**config.mk**
```make
export PLATFORM = sky130hd
export DESIGN_NAME = bank_xbar
export DESIGN_NICKNAME = d
export VERILOG_FILES = /design/src/rtl/bank_xbar_pkg.sv /design/src/rtl/bank_xbar_decode.sv /design/src/rtl/bank_xbar_arb.sv /design/src/rtl/bank_xbar_wmerge.sv /design/src/rtl/bank_xbar.sv
export SDC_FILE = /design/constraint.sdc
export NUM_CORES = 1
export LEC_CHECK = 0
export CORE_MARGIN = 5
export CORE_UTILIZATION = 26
export DETAILED_ROUTE_END_ITERATION = 10
export GPL_ROUTABILITY_DRIVEN = 1
export PLACE_DENSITY = 0.76
export SLEW_MARGIN = 25
export SYNTH_ARGS = -nofsm -noshare
export SYNTH_HDL_FRONTEND = slang
export SYNTH_SLANG_ARGS = --single-unit
export TNS_END_PERCENT = 100
```
**constraint.sdc**
```tcl
create_clock -name clk -period 1.9 [get_ports clk]
set_input_delay 0.285 -clock clk [delete_from_list [all_inputs] [get_ports clk]]
set_output_delay 0.285 -clock clk [all_outputs]
set_load 0.05 [all_outputs]
```
**src/rtl/bank_xbar_pkg.sv**
```systemverilog
package bank_xbar_pkg;

  // Index width for selecting one of n items; never zero.
  function automatic int unsigned idx_w(input int unsigned n);
    return (n > 1) ? $clog2(n) : 1;
  endfunction

endpackage

```
**src/rtl/bank_xbar_decode.sv**
```systemverilog
module bank_xbar_decode #(
  parameter int ADDR_W   = 24,
  parameter int N_BANKS  = 4,
  parameter int BANK_LSB = 2
) (
  input  logic              stb,
  input  logic [ADDR_W-1:0] addr,
  output logic [N_BANKS-1:0] target
);
  import bank_xbar_pkg::*;
  localparam int BW = idx_w(N_BANKS);

  function automatic logic [BW-1:0] bank_field(input logic [ADDR_W-1:0] a);
    return a[BANK_LSB +: BW];
  endfunction

  always_comb begin
    target = '0;
    if (stb) target[bank_field(addr)] = 1'b1;
  end
endmodule

```
**src/rtl/bank_xbar_arb.sv**
```systemverilog
module bank_xbar_arb #(
  parameter int N_MASTERS = 2,
  parameter int MW        = 1
) (
  input  logic                 clk,
  input  logic                 rst,
  input  logic [N_MASTERS-1:0] req,
  input  logic                 lock,
  output logic [MW-1:0]        grant
);
  logic [MW-1:0] owner_q;
  logic          active_q;
  logic          hold;
  logic [MW-1:0] pick;

  // First requester after 'last', wrapping; 'last' itself is tried last.
  function automatic logic [MW-1:0] rr_pick(input logic [N_MASTERS-1:0] r,
                                            input logic [MW-1:0] last);
    logic [MW-1:0] res;
    logic found;
    res   = last;
    found = 1'b0;
    for (int i = 1; i <= N_MASTERS; i++) begin
      int idx;
      idx = (int'(last) + i) % N_MASTERS;
      if (!found && r[idx]) begin
        res   = MW'(idx);
        found = 1'b1;
      end
    end
    return res;
  endfunction

  assign hold  = lock | (active_q & req[owner_q]);
  assign pick  = rr_pick(req, owner_q);
  assign grant = hold ? owner_q : pick;

  always_ff @(posedge clk) begin
    if (rst) begin
      owner_q  <= MW'(N_MASTERS - 1);
      active_q <= 1'b0;
    end else begin
      owner_q  <= grant;
      active_q <= req[grant];
    end
  end
endmodule

```
**src/rtl/bank_xbar_wmerge.sv**
```systemverilog
module bank_xbar_wmerge #(
  parameter int N_MASTERS = 2,
  parameter int DATA_W    = 32
) (
  input  logic [N_MASTERS*DATA_W-1:0] wdata_in,
  output logic [DATA_W-1:0]           wdata_out
);
  always_comb begin
    wdata_out = '0;
    for (int m = 0; m < N_MASTERS; m++)
      wdata_out = wdata_out | wdata_in[m*DATA_W +: DATA_W];
  end
endmodule

```
**src/rtl/bank_xbar.sv**
```systemverilog
module bank_xbar #(
  parameter int N_MASTERS = 2,
  parameter int N_BANKS   = 4,
  parameter int ADDR_W    = 24,
  parameter int DATA_W    = 32,
  parameter int BANK_LSB  = 2
) (
  input  logic                          clk,
  input  logic                          rst,
  input  logic [N_MASTERS-1:0]          m_stb,
  input  logic [N_MASTERS-1:0]          m_we,
  input  logic [N_MASTERS*ADDR_W-1:0]   m_addr,
  input  logic [N_MASTERS*DATA_W-1:0]   m_wdata,
  output logic [N_MASTERS-1:0]          m_req_ack,
  output logic [N_MASTERS-1:0]          m_dat_ack,
  output logic [N_BANKS-1:0]            b_stb,
  output logic [N_BANKS-1:0]            b_we,
  output logic [N_BANKS*ADDR_W-1:0]     b_addr,
  input  logic [N_BANKS-1:0]            b_req_ack,
  input  logic [N_BANKS-1:0]            b_dat_ack,
  input  logic [N_BANKS-1:0]            b_lock,
  output logic [DATA_W-1:0]             b_wdata
);
  import bank_xbar_pkg::*;
  localparam int MW = idx_w(N_MASTERS);

  logic [N_BANKS-1:0]   target   [N_MASTERS];
  logic [N_MASTERS-1:0] bank_req [N_BANKS];
  logic [MW-1:0]        grant    [N_BANKS];
  logic [N_BANKS*MW-1:0] grant_flat;

  for (genvar m = 0; m < N_MASTERS; m++) begin : g_dec
    bank_xbar_decode #(.ADDR_W(ADDR_W), .N_BANKS(N_BANKS), .BANK_LSB(BANK_LSB)) u_dec (
      .stb    (m_stb[m]),
      .addr   (m_addr[m*ADDR_W +: ADDR_W]),
      .target (target[m])
    );
  end

  for (genvar b = 0; b < N_BANKS; b++) begin : g_bank
    for (genvar m = 0; m < N_MASTERS; m++) begin : g_req
      assign bank_req[b][m] = target[m][b];
    end
    bank_xbar_arb #(.N_MASTERS(N_MASTERS), .MW(MW)) u_arb (
      .clk   (clk),
      .rst   (rst),
      .req   (bank_req[b]),
      .lock  (b_lock[b]),
      .grant (grant[b])
    );
    assign grant_flat[b*MW +: MW] = grant[b];
  end

  // Forward path: each bank shows its holder's command.
  always_comb begin
    for (int b = 0; b < N_BANKS; b++) begin
      b_stb[b]                  = bank_req[b][grant[b]];
      b_we[b]                   = m_we[grant[b]];
      b_addr[b*ADDR_W +: ADDR_W] = m_addr[int'(grant[b])*ADDR_W +: ADDR_W];
    end
  end

  // Return path: acknowledgements steered to each bank's holder.
  always_comb begin
    m_req_ack = '0;
    m_dat_ack = '0;
    for (int b = 0; b < N_BANKS; b++) begin
      for (int m = 0; m < N_MASTERS; m++) begin
        if (int'(grant[b]) == m) begin
          m_req_ack[m] = m_req_ack[m] | (b_req_ack[b] & b_stb[b]);
          m_dat_ack[m] = m_dat_ack[m] | b_dat_ack[b];
        end
      end
    end
  end

  bank_xbar_wmerge #(.N_MASTERS(N_MASTERS), .DATA_W(DATA_W)) u_wmerge (
    .wdata_in  (m_wdata),
    .wdata_out (b_wdata)
  );
endmodule

```
Yosys cells after proc, flatten, opt, wreduce, memory -nomap -nowiden. Cells that the tools add are included.

Latch bits: 0. Register bits: 8. Memories: 0. Word-level logic and storage cells: 173. Memory bits (read-only): 0. Input bits: 130. Bits in writable memories: 0.

Shift-type cells: 4. Bitwise gates (word level): 33. Multiplexer cells: 86. Reduce and logical (&&, ||, !) cells: 10. Equal/unequal tests: 0. Add/subtract/negate cells: 8. Divide/modulo/power cells: 0. Multiply operators: 4. Magnitude comparators: 20.

Operators by type and width (count): 48-bit by 7-bit variable part select with 24-bit output (4); 1-bit two-way mux (82); 32-bit bitwise OR (1); 2-bit by 3-bit < comparator with 1-bit output, second input constant (10); 1-bit by 2-bit < comparator with 1-bit output, second input constant (8); 1-bit bitwise OR (16); 1-bit by 2-bit multiplier with 3-bit output, second input constant (4); 1-bit adder, second input constant (8); 1-bit AND (8); 1-bit AND, first input constant (8); 4-bit two-way mux (2); 1-bit logical AND (6); 1-bit demux with 2-bit select (2); 2-bit by 1-bit >= comparator with 1-bit output, second input constant (2); 1-bit zero test (4).

Longest topological paths before layout. Gate-level depths: netlist of the first run.

Word-level depth: 23. Depth in mapped cells: 7.

By module. Synthesis of the first run repeated with hierarchy kept, for this count alone.

Cells, all modules: 235. Area total of the unflattened synthesis: 2093.3 sq um.

Modules (own cells, without submodules): bank_xbar (seq. area each 0.0 sq um, cells each 135, times used 1, area each 1357.6 sq um); bank_xbar_arb (seq. area each 40.0 sq um, cells each 15, times used 4, area each 115.1 sq um); bank_xbar_wmerge (seq. area each 0.0 sq um, cells each 32, times used 1, area each 200.2 sq um); bank_xbar_decode (seq. area each 0.0 sq um, cells each 4, times used 2, area each 37.5 sq um).

Worst setup path after synthesis of the first run. OpenSTA, ideal clock, no wires.

Kind: in2out. From: input port m_stb[0]. To: output port m_dat_ack[0]. Arrival time: 2.030 ns. Setup slack: -0.415 ns. Cell stages on the path: 7. Cell sequence: buf_4 -> and4bb_2 -> o22ai_1 -> or2_1 -> buf_4 -> buf_6 -> o2111ai_1.

Cells in the longest elaborated chain, start to end: 16. Elaborated cells on any way between the ends: 72.

Ends and longest elaborated chain: start: declaration (RTL line bank_xbar.sv:10) `input logic [N_MASTERS-1:0] m_stb,`; 4-bit two-way mux (*) (RTL line bank_xbar_decode.sv:19) `if (stb) target[bank_field(addr)] = 1'b1;`; 1-bit two-way mux (implied by the code) (3 in series) (RTL line bank_xbar_arb.sv:26) `if (!found && r[idx]) begin`; 1-bit two-way mux (RTL line bank_xbar_arb.sv:26); 1-bit zero test (RTL line bank_xbar_arb.sv:26); 1-bit logical AND (RTL line bank_xbar_arb.sv:26); 1-bit two-way mux (RTL line bank_xbar_arb.sv:26); 1-bit two-way mux (RTL line bank_xbar_arb.sv:36) `assign grant = hold ? owner_q : pick;`; 1-bit two-way mux (RTL line bank_xbar.sv:69) `if (int'(grant[b]) == m) begin`; 1-bit bitwise OR (RTL line bank_xbar.sv:71) `m_dat_ack[m] = m_dat_ack[m] | b_dat_ack[b];`; 1-bit two-way mux (RTL line bank_xbar.sv:69); 1-bit bitwise OR (RTL line bank_xbar.sv:71); 1-bit two-way mux (RTL line bank_xbar.sv:69); 1-bit bitwise OR (RTL line bank_xbar.sv:71); 1-bit two-way mux (*) (RTL line bank_xbar.sv:69); end: declaration (RTL line bank_xbar.sv:15) `output logic [N_MASTERS-1:0] m_dat_ack,`.

Every way passes the cells marked *; elsewhere a longest branch is shown, timed or not. The select of a mux whose other input is x is not followed.

Worst setup path in the final report of the first run.
From: register g_bank[2].u_arb.active_q. To: output port b_addr[55].

Cells in the longest elaborated chain, start to end: 5.

Ends and longest elaborated chain: start: declaration (RTL line bank_xbar_arb.sv:12) `logic active_q;`; start signal: assignment (RTL line bank_xbar_arb.sv:44) `active_q <= req[grant];`; 1-bit AND (RTL line bank_xbar_arb.sv:34) `assign hold = lock | (active_q & req[owner_q]);`; 1-bit bitwise OR (RTL line bank_xbar_arb.sv:34); 1-bit two-way mux (RTL line bank_xbar_arb.sv:36); 1-bit by 2-bit multiplier with 3-bit output (RTL line bank_xbar.sv:59) `b_addr[b*ADDR_W +: ADDR_W] = m_addr[int'(grant[b])*ADDR_W +: ADDR_W];`; 48-bit by 7-bit variable part select with 24-bit output (RTL line bank_xbar.sv:59); end: declaration (RTL line bank_xbar.sv:18) `output logic [N_BANKS*ADDR_W-1:0] b_addr,`.

No other way between the ends.

==> results of run 1 <==
[worst reg2reg max path: stages, from the launching register on]
cell	delay, ps
sky130_fd_sc_hd__dfxtp_1	320
sky130_fd_sc_hd__and2_1	150
sky130_fd_sc_hd__a2bb2oi_2	200
sky130_fd_sc_hd__nand2_4	140
sky130_fd_sc_hd__buf_16	170
sky130_fd_sc_hd__or2_2	260
[placed cells by master (no fill, tap or decap), drive strengths merged, types with 3 or more instances in the layout]
cell and count:
buf 216, dfxtp 8, clkbuf 5, and2 3, a21oi 8, o2111ai 5
nor4b 3, inv 5, and3b 4, nand3 7, nor2 7, mux2 99
nand2 10, nor2b 3, o21ai 6, clkdlybuf4s50 119, or2 36, nand3b 3
[sequential cells by signal, indices dropped and copies added (netlist names)]
signal	cells
g_bank.u_arb.active_q	4
g_bank.u_arb.owner_q	4
[cell families after synthesis]
logic type,after synthesis
AOI/OAI and AO/OA,38
buffers and inverters,23
DFF,8
muxes,100
and+or+nand+nor,91
[worst paths after layout]
kind,startpoint,end,cells after the start
setup / recovery,g_bank[2].u_arb.active_q,b_addr[55],7
setup reg to reg,g_bank[0].u_arb.owner_q,g_bank[0].u_arb.owner_q,5
hold reg to reg,g_bank[2].u_arb.owner_q,g_bank[2].u_arb.active_q,4
hold / removal,b_lock[1],g_bank[1].u_arb.active_q,3
[cells in the mapped netlist (2+ instances only)]
cell / n
sky130_fd_sc_hd__o21ai_0: 4
sky130_fd_sc_hd__o2111ai_1: 5
sky130_fd_sc_hd__buf_6: 5
sky130_fd_sc_hd__clkbuf_2: 2
sky130_fd_sc_hd__and2_1: 3
sky130_fd_sc_hd__a2bb2oi_2: 2
sky130_fd_sc_hd__and3b_1: 4
sky130_fd_sc_hd__nor4bb_1: 2
sky130_fd_sc_hd__o211ai_1: 2
sky130_fd_sc_hd__and3_1: 2
sky130_fd_sc_hd__a31oi_1: 2
sky130_fd_sc_hd__mux2_1: 3
sky130_fd_sc_hd__nand2_4: 2
sky130_fd_sc_hd__mux2_4: 19
sky130_fd_sc_hd__nand2_1: 8
sky130_fd_sc_hd__inv_1: 5
sky130_fd_sc_hd__a21oi_1: 8
sky130_fd_sc_hd__or3_1: 2
sky130_fd_sc_hd__nand3_1: 7
sky130_fd_sc_hd__o21ai_2: 2
sky130_fd_sc_hd__buf_4: 6
sky130_fd_sc_hd__a21boi_0: 2
sky130_fd_sc_hd__or2_2: 35
sky130_fd_sc_hd__buf_2: 4
sky130_fd_sc_hd__dfxtp_1: 8
sky130_fd_sc_hd__nor2_1: 7
sky130_fd_sc_hd__mux2_2: 77
sky130_fd_sc_hd__nor2b_1: 3
sky130_fd_sc_hd__nand3b_1: 3
[what timing repair did]
item | in CTS | in global routing
buffers inserted | 26 | 5
setup endpoints to repair | 109 | 106
gates resized for setup | 186 | 44
pin swaps | 21 | 20
cloned | 7 | 2
[area by class of cell]
cell class              count  share of cell area [%]
repair buffers            338                    58.6
flip-flops and latches      8                    2.48
inverters                   5                   0.267
well taps                 111                    1.98
multi-input cells         229                    36.1
clock buffers               3                   0.588
[through the flow]
stage          area, µm²  hold slack, ps  worst slack [ps]
2_1_floorplan       2660             357             -74.6
3_3_place_gp        6030             734              -768
3_5_place_dp        6030             724              -743
4_1_cts             6980             478              -322
5_1_grt             7020             483              -373
6_report            7020             465              -339
[layer usage]
layer / vias up / GRT usage [%] / share of wire (%) / wire length, µm
li1: 1630 / - / - / -
met1: 1645 / 26.8 / 36 / 5370
met2: 174 / 46.5 / 54 / 8020
met3: 28 / 5.22 / 6.8 / 1020
met4: 0 / 7.31 / 3.0 / 446
met5: - / 0 / 0 / 0
[where the power goes]
| group | switching [mW] | internal, mW |
|---|---|---|
| clock | 0.0677 | 0.137 |
| combinational | 1.34 | 1.30 |
| sequential | 0.00719 | 0.173 |
==> run summary, run 1 <==
sky130_fd_sc_hd__mux2_2 takes more of the synthesized area than any other cell. For this run, asynchronously set or reset flops after synthesis account for 0%. For the initial antenna violation count, the log shows 0. The final critical path takes up 118% of the cycle. After routing, the total negative slack on setup checks comes to -23160 ps. Synthesized instance count: 260.

Before antenna repair, the detailed router went through 4 iterations. The cts-stage hold buffer count was 0. Clock-pin slew was measured on the worst setup and hold paths at 40 ps.

The first global-routing pass estimated 21800 µm of wire. The die is 106 µm tall. In the routed layout, each cell is associated on average with a via count of 5.01. Sequential elements use 6.67% of the synthesized area. The longest clock path from root to sink contains 2 buffers.

The fraction of final layout cells with drive strength greater than 1 is 67.6%. The remaining max-slew budget at the tightest pin is 67.0%. The minimum clock period is 2240 ps.

The data arrival time of the critical path is 1950 ps. Predominant post-synthesis flop cell: sky130_fd_sc_hd__dfxtp_1. The multi-input combinational cell area is 2530 µm². For the warning count from the yosys run, the log shows 0. The tools report the number of violations reported at the end of detailed-routing iteration 0 as 92.

Once the floorplan was initialized, standard cells occupied 26.3% of the core. TritonCTS created 3 clock buffers. The top cell type's share of synthesized area is 36.1%, and the number of nets still failing antenna checks after routing is 0. The portion of netlist area occupied by mux cells is 49.8%, and the number of rows in the core area is 35. For this run, design rule violations remaining after detail routing come to 0.

After synthesis, the largest family of logic cells by area is multiplexers. STA classifies the critical path startpoint as a register. The area of the die is 11300 µm². Setup repair after global routing could not meet its margin everywhere. The cell sitting at the root of the clock tree is a sky130_fd_sc_hd__clkbuf_8. The number of buffers and inverters on the critical path is 3. Setup violations remaining at the end of the flow were counted as 102. The data required time of the worst path is 1620 ps.

The HPWL after detailed placement is 10700 µm. The logs give 0 for the number of antenna cells inserted and 715 for the layout net count. The total power divided by cell area came out at 432 nW/µm². The final reports fail on negative setup slack. The number of fillers in the final layout is 553, and the total routing usage reported by global routing is 24.4%.

The synthesized design contains 8 register bits. The tools report the number of failing hold endpoints at the final stage as 0. The number of global-route vias before repair was 3844. The sequential cells in the finished layout cover a total of 174 µm². The final number of max-transition violations came out at 0. Yosys mapped a number of flops with a built-in enable equal to 0. The number of vias after detailed routing was 3477.

For the remaining global-route overflow, the log shows 0. Based on the critical path, the design can be clocked at up to 447 MHz. The setup slack after layout is -339 ps. Cell count after placement: 664.

The logs give 3.03 mW for the power after layout and 2400 µm² for the total standard cell area after synthesis. The worst-case IR drop observed on VDD is 0.273 mV. The worst hold path class is input pin to register. The maximum clock skew at final layout was 0.0455 ps. In this run the horizontal extent of the chip is 106 µm. After Yosys synthesis, XOR and XNOR cells account for 0% of the synthesized area.

The largest net degree at the start of global routing was 12. The most prevalent standard cell on the critical path is sky130_fd_sc_hd__or2_4. Setup slack on the worst reg-to-reg path comes out at 540 ps. Worst-margin pin slew: 488 ps.

On the critical path, the stage with the largest delay is an instance of sky130_fd_sc_hd__mux2_4. Traced cell by cell, the critical path runs through or2_4 > a211oi_2 > or2_4 > buf_6 > buf_16 > mux2_4 > buf_12. The mean instance size in the synthesized netlist was 9.23 µm²; the number of buffer cells added on primary ports was 269. The adder and majority gate portion of the synthesized area was 0%. Of the total synthesized cell area, the portion taken by AND, OR, NAND and NOR gates is 25.0%.

The finished layout holds 694 standard cells, fillers aside. Across the run, the number of max-cap violations was 0. The total area inside the core boundary comes to 9110 µm².

TritonCTS built the clock tree. Compared with the post-synthesis result, the final layout area differs by 192%. The run gives 77.0% as the share of the core filled with cells in the final layout.

Counting distinct cell types in the post-synthesis netlist gives 55. The critical path is of the register to primary output type. The final routed wirelength across all metal layers is 14800 µm, and the maximum single-stage delay on the critical path is 320 ps. The H-tree depth reported by CTS was 1; the compound-gate portion of the synthesized area was 12.0%. After synthesis, the cell types taking the most area are sky130_fd_sc_hd__mux2_2 36%, sky130_fd_sc_hd__mux2_4 12%, sky130_fd_sc_hd__or2_2 9.1%. For the clock insertion delay at the later pin of the skew report, the log shows 230 ps. The wire length per cell after detailed routing is 21.4 µm.

The run gives 3.28 nW as the static leakage. 270 I/O pins were placed. STA classifies the critical path endpoint as a primary output. The congestion estimate from routability-driven global placement came to 0.929. On the critical path the largest part of the delay comes from simple AND/OR/NAND/NOR gates. The number of sinks handled by clock tree synthesis is 8. The net count after synthesis is 390, and the largest fanout of any net on the critical path is 6. The flow ran to the end, but the final reports show violations.
Note: power is estimated with default switching activity, not from simulation.
==> inputs of run 2 (changes only) <==
--- a/config.mk
+++ b/config.mk
@@ -5,11 +5,12 @@
 export SDC_FILE = /design/constraint.sdc
 export NUM_CORES = 1
 export LEC_CHECK = 0
+export ABC_AREA = 1
 export CORE_MARGIN = 5
-export CORE_UTILIZATION = 26
+export CORE_UTILIZATION = 25
 export DETAILED_ROUTE_END_ITERATION = 10
 export GPL_ROUTABILITY_DRIVEN = 1
-export PLACE_DENSITY = 0.76
+export PLACE_DENSITY = 0.75
 export SLEW_MARGIN = 25
 export SYNTH_ARGS = -nofsm -noshare
 export SYNTH_HDL_FRONTEND = slang
==> run summary, run 2 <==
The number of enable flip-flop cells after synthesis was 0 (unchanged). The number of clock buffers inserted by TritonCTS was 3 (unchanged). The sum of net half-perimeters after detailed placement was 11300 µm (was 10700 µm); the width of the die was 106 µm (about the same).

The total power divided by cell area came out at 452 nW/µm² (was 432 nW/µm²). For the area used by sequential logic in the layout, the log shows 174 µm² (unchanged). The register area share after synthesis was 6.91% (was 6.67%); the average via count per standard cell was 5.29 (was 5.01). The tools report the maximum clock skew at final layout as 9.55 ps (was 0.0455 ps).

The layout overhead on the synthesized area was 254% (was 192%). The count of final setup violators is 96 (was 102), and the mean instance size in the synthesized netlist is 5.69 µm² (was 9.23 µm²). The number of buffer cells added on primary ports is 269 (unchanged).

Warning count from the yosys run: 0 (unchanged). The count of state elements after synthesis works out to 8 (unchanged). TritonCTS built the clock tree. The type of destination of the critical path is a primary output (unchanged). The total standard cell area after synthesis is 2320 µm² (was 2400 µm²), and the peak supply drop is 0.328 mV (was 0.273 mV). The net switching fraction of the power was 50.4% (was 46.8%); the first-pass iteration count of the detailed router was 5 (was 4). The async set-or-reset flop fraction in the synthesized netlist is 0% (unchanged), and the number of antenna cells inserted is 0 (unchanged). The largest fanout of any net on the critical path was 4 (was 6); the effective utilization at floorplan was 25.3% (was 26.3%).

The placement-stage cell area was 6440 µm² (was 6030 µm²); the remaining global-route overflow was 0 (unchanged). The minimum clock period was 2110 ps (was 2240 ps); the wire length per cell after detailed routing was 23.2 µm (was 21.4 µm). The setup slack after layout was -212 ps (was -339 ps). The number of standard cells in the layout, taps in and fillers out was 845 (was 694); the height of the die was 106 µm (about the same).

The nature of the critical path startpoint was an input pin (was a register). The logs give 4408 (was 3844) for the number of global-route vias before repair and 22 (was 55) for the count of distinct cell types in the synthesized netlist. Top cell types by occurrence after synthesis: 141 x sky130_fd_sc_hd__nand2_1, 52 x sky130_fd_sc_hd__inv_1, 45 x sky130_fd_sc_hd__o21ai_1 (was 77 x sky130_fd_sc_hd__mux2_2, 35 x sky130_fd_sc_hd__or2_2, 19 x sky130_fd_sc_hd__mux2_4).

The number of rows in the core area came out at 35 (unchanged). The post-synthesis cell type with the largest combined area is sky130_fd_sc_hd__nand2_1 (was sky130_fd_sc_hd__mux2_2). Wire length of the first global-routing pass: 23400 µm (was 21800 µm). The clock insertion delay at the later pin of the skew report was 240 ps (was 230 ps).

The run gives 11300 µm² (about the same) as the area of the die. The most prevalent standard cell on the critical path is sky130_fd_sc_hd__nand2_4 (was sky130_fd_sc_hd__or2_4). The logs give 1 (unchanged) for the H-tree depth reported by CTS and 205 (was 92) for the number of violations reported at the end of detailed-routing iteration 0. The fraction of final layout cells with drive strength greater than 1 was 67.7% (was 67.6%); the number of vias after detailed routing was 4472 (was 3477). Number of failing hold endpoints at the final stage: 0 (unchanged). Setup repair after global routing could not meet its margin everywhere. Most used cells in the layout excluding fill and tap cells: 123 x sky130_fd_sc_hd__buf_12, 120 x sky130_fd_sc_hd__clkdlybuf4s50_1, 64 x sky130_fd_sc_hd__buf_4 (was 119 x sky130_fd_sc_hd__clkdlybuf4s50_1, 94 x sky130_fd_sc_hd__mux2_4, 72 x sky130_fd_sc_hd__buf_4).

The total routing usage reported by global routing is 25.8% (was 24.4%), and the worst-case clock buffer depth is 2 (unchanged). The count of cells along the worst register-to-register path is 11 (was 5), and the final weighted congestion in routability-driven placement is 0.894 (was 0.929). The maximum single-stage delay on the critical path is 160 ps (was 320 ps). The final instance area came out at 8210 µm² (was 7020 µm²). The number of sinks handled by clock tree synthesis is 8 (unchanged), and the count of buffering cells on the critical path with inverters included is 5 (was 3). Top cells by area in the synthesized netlist: sky130_fd_sc_hd__nand2_1 23%, sky130_fd_sc_hd__o21ai_2 15%, sky130_fd_sc_hd__o21ai_1 9.7% (was sky130_fd_sc_hd__mux2_2 36%, sky130_fd_sc_hd__mux2_4 12%, sky130_fd_sc_hd__or2_2 9.1%). The cell chosen for the clock root was sky130_fd_sc_hd__clkbuf_8 (unchanged). The top cell type's share of synthesized area works out to 22.8% (was 36.1%). Most frequent standard cell in the layout excluding fill and tap cells: sky130_fd_sc_hd__buf_12 (was sky130_fd_sc_hd__clkdlybuf4s50_1). The run gives 89.2% (was 87.3%) as the combinational power share. The run gives 0 (unchanged) as the final number of max-transition violations. The dominant cell by count in the synthesized netlist was sky130_fd_sc_hd__nand2_1 (was sky130_fd_sc_hd__mux2_2).

The tools report the portion of total power attributed to sequential cells as 5.0% (was 5.9%). The number of remaining DRC errors came out at 0 (unchanged). The classification of the worst setup path was input pin to primary output (was register to primary output). The tools report the end point of the critical path as m_req_ack[0] (was b_addr[55]). Largest net degree at the start of global routing: 15 (was 12). The flow ran to the end, but the final reports show violations. The cell count after placement came out at 805 (was 664). The run gives 474 MHz (was 447 MHz) as the upper clock frequency limit. The family with the most delay on the worst path is simple AND/OR/NAND/NOR gates (unchanged). The net load switching power is 1.87 mW (was 1.42 mW), and the setup TNS is -9510 ps (was -23160 ps).

Predominant post-synthesis flop cell: sky130_fd_sc_hd__dfxtp_1 (unchanged). The logs give 0 (unchanged) for the initial antenna violation count and 407 (was 260) for the synthesized instance count. The placeable core area was 9150 µm² (was 9110 µm²); the data arrival time of the critical path was 1830 ps (was 1950 ps). The clock transition at the registers of the reported paths is 50 ps (was 40 ps), and the relative contribution of the clock network to total power is 5.8% (was 6.8%). The slack of the worst reg-to-reg path was 380 ps (was 540 ps); the count of cell instances traversed by the critical path was 15 (was 7). The number of nets still failing antenna checks after routing came out at 0 (unchanged).

For the layout net count, the log shows 866 (was 715). The part of the cycle the worst path needs was 111% (was 118%). The run gives 1.84 mW (was 1.61 mW) as the cell-internal power. The total I/O pin count came out at 270 (unchanged).

The start point of the critical path was m_addr[27] (was g_bank[2].u_arb.active_q). The tools report the data required time of the worst path as 1620 ps (about the same). The tools report the critical register-to-register path endpoint as g_bank[2].u_arb.owner_q (was g_bank[0].u_arb.owner_q). The origin of the critical flop-to-flop path was g_bank[2].u_arb.active_q (was g_bank[0].u_arb.owner_q).

Critical path's slowest cell: sky130_fd_sc_hd__clkbuf_4 (was sky130_fd_sc_hd__mux2_4). The logs give 2950 µm² (was 2530 µm²) for the multi-input combinational cell area and 19600 µm (was 14800 µm) for the final routed wirelength across all metal layers. The worst-margin pin slew works out to 398 ps (was 488 ps).

The logs give 537 (was 390) for the net count after synthesis and 73.4% (was 67.0%) for the remaining max-slew budget at the tightest pin. The cell depth of the worst hold path is 5 (was 3), and the number of max-cap violations is 0 (unchanged). The run gives 3.66 nW (was 3.28 nW) as the static leakage.

The worst hold path class is input pin to register (unchanged). Cell Chain, Critical Path: clkbuf_4 > nor2_2 > nand3_1 > nand2_2 > nand2_4 > nand2_4 > nand2_4 > nand2_8 > buf_12 > buf_6 > nand3_2 > nand2_1 > inv_1 > nand2_2 > buf_12 (was or2_4 > a211oi_2 > or2_4 > buf_6 > buf_16 > mux2_4 > buf_12). The tools report the number of fillers in the final layout as 344 (was 553).

Violations in the final reports: negative setup slack (unchanged). Largest registers: g_bank.u_arb.active_q (4), g_bank.u_arb.owner_q (4) (unchanged).
-- run 2: what timing repair did --
| action | 4_1_cts | 5_1_grt |
|---|---|---|
| setup buffers | 13 | 15 |
| pin swaps | 28 | 20 |
| hold buffers | 0 | 0 |
| resized for setup | 180 | 148 |
| setup endpoints to repair | 108 | 107 |
| gates cloned | 8 | 4 |
-- run 2: cells by family after synthesis --
logic type	Yosys count	share of synthesized area, %
DFF	8	6.91
AOI/OAI and AO/OA	107	30.1
buffers and inverters	76	19.5
and+or+nand+nor	216	43.5
-- run 2: how the worst min path moves through the flow --
stage	from	to	slack (ps)
global route	m_stb[0]	g_bank[1].u_arb.active_q	630
floorplan	rst	g_bank[1].u_arb.active_q	360
CTS	rst	g_bank[2].u_arb.active_q	680
finish	m_stb[0]	g_bank[1].u_arb.active_q	630
detailed placement	g_bank[1].u_arb.owner_q	g_bank[1].u_arb.active_q	720
global placement	g_bank[1].u_arb.owner_q	g_bank[1].u_arb.active_q	700
-- run 2: area by class of cell --
type                            instances  share of cell area [%]
Clock buffer                            3                   0.503
Multi-Input combinational cell        324                    36.0
Tap cell                              111                    1.69
Inverter                               55                    2.58
Sequential cell                         8                    2.12
Timing Repair Buffer                  344                    57.1
-- run 2: layer usage --
metal  GRT usage [%]  wire (µm)  vias to the layer above
met3            5.89       1470                       94
met4            10.7       1180                        0
li1                -          -                     1962
met5               0          0                        -
met1            25.7       6270                     2114
met2            50.5      10700                      302
-- run 2: through the flow --
stage	total power, mW	hold slack, ps	setup WS (ps)	utilization [%]
after floorplan	1.53	357	-54.5	-
after global placement	2.94	702	-418	70.4
after detailed placement	2.97	724	-506	70.4
after CTS	3.45	684	-83.3	81.5
after global routing	3.81	629	-270	89.7
final	3.71	633	-212	89.7
-- run 2: power by group through the flow --
stage | Sequential [mW] | Combinational, mW | Clock (mW)
2_1_floorplan | 0.183 | 1.35 | 0
3_3_place_gp | 0.184 | 2.76 | 0
3_5_place_dp | 0.184 | 2.79 | 0
4_1_cts | 0.182 | 3.05 | 0.214
5_1_grt | 0.185 | 3.39 | 0.229
6_report | 0.184 | 3.31 | 0.215
-- run 2: tightest hold or removal path: stages --
cell	delay (ps)
sky130_fd_sc_hd__clkbuf_2	140
sky130_fd_sc_hd__nand3_2	130
sky130_fd_sc_hd__nand2_1	90
sky130_fd_sc_hd__nand2_1	110
sky130_fd_sc_hd__nor2_1	60
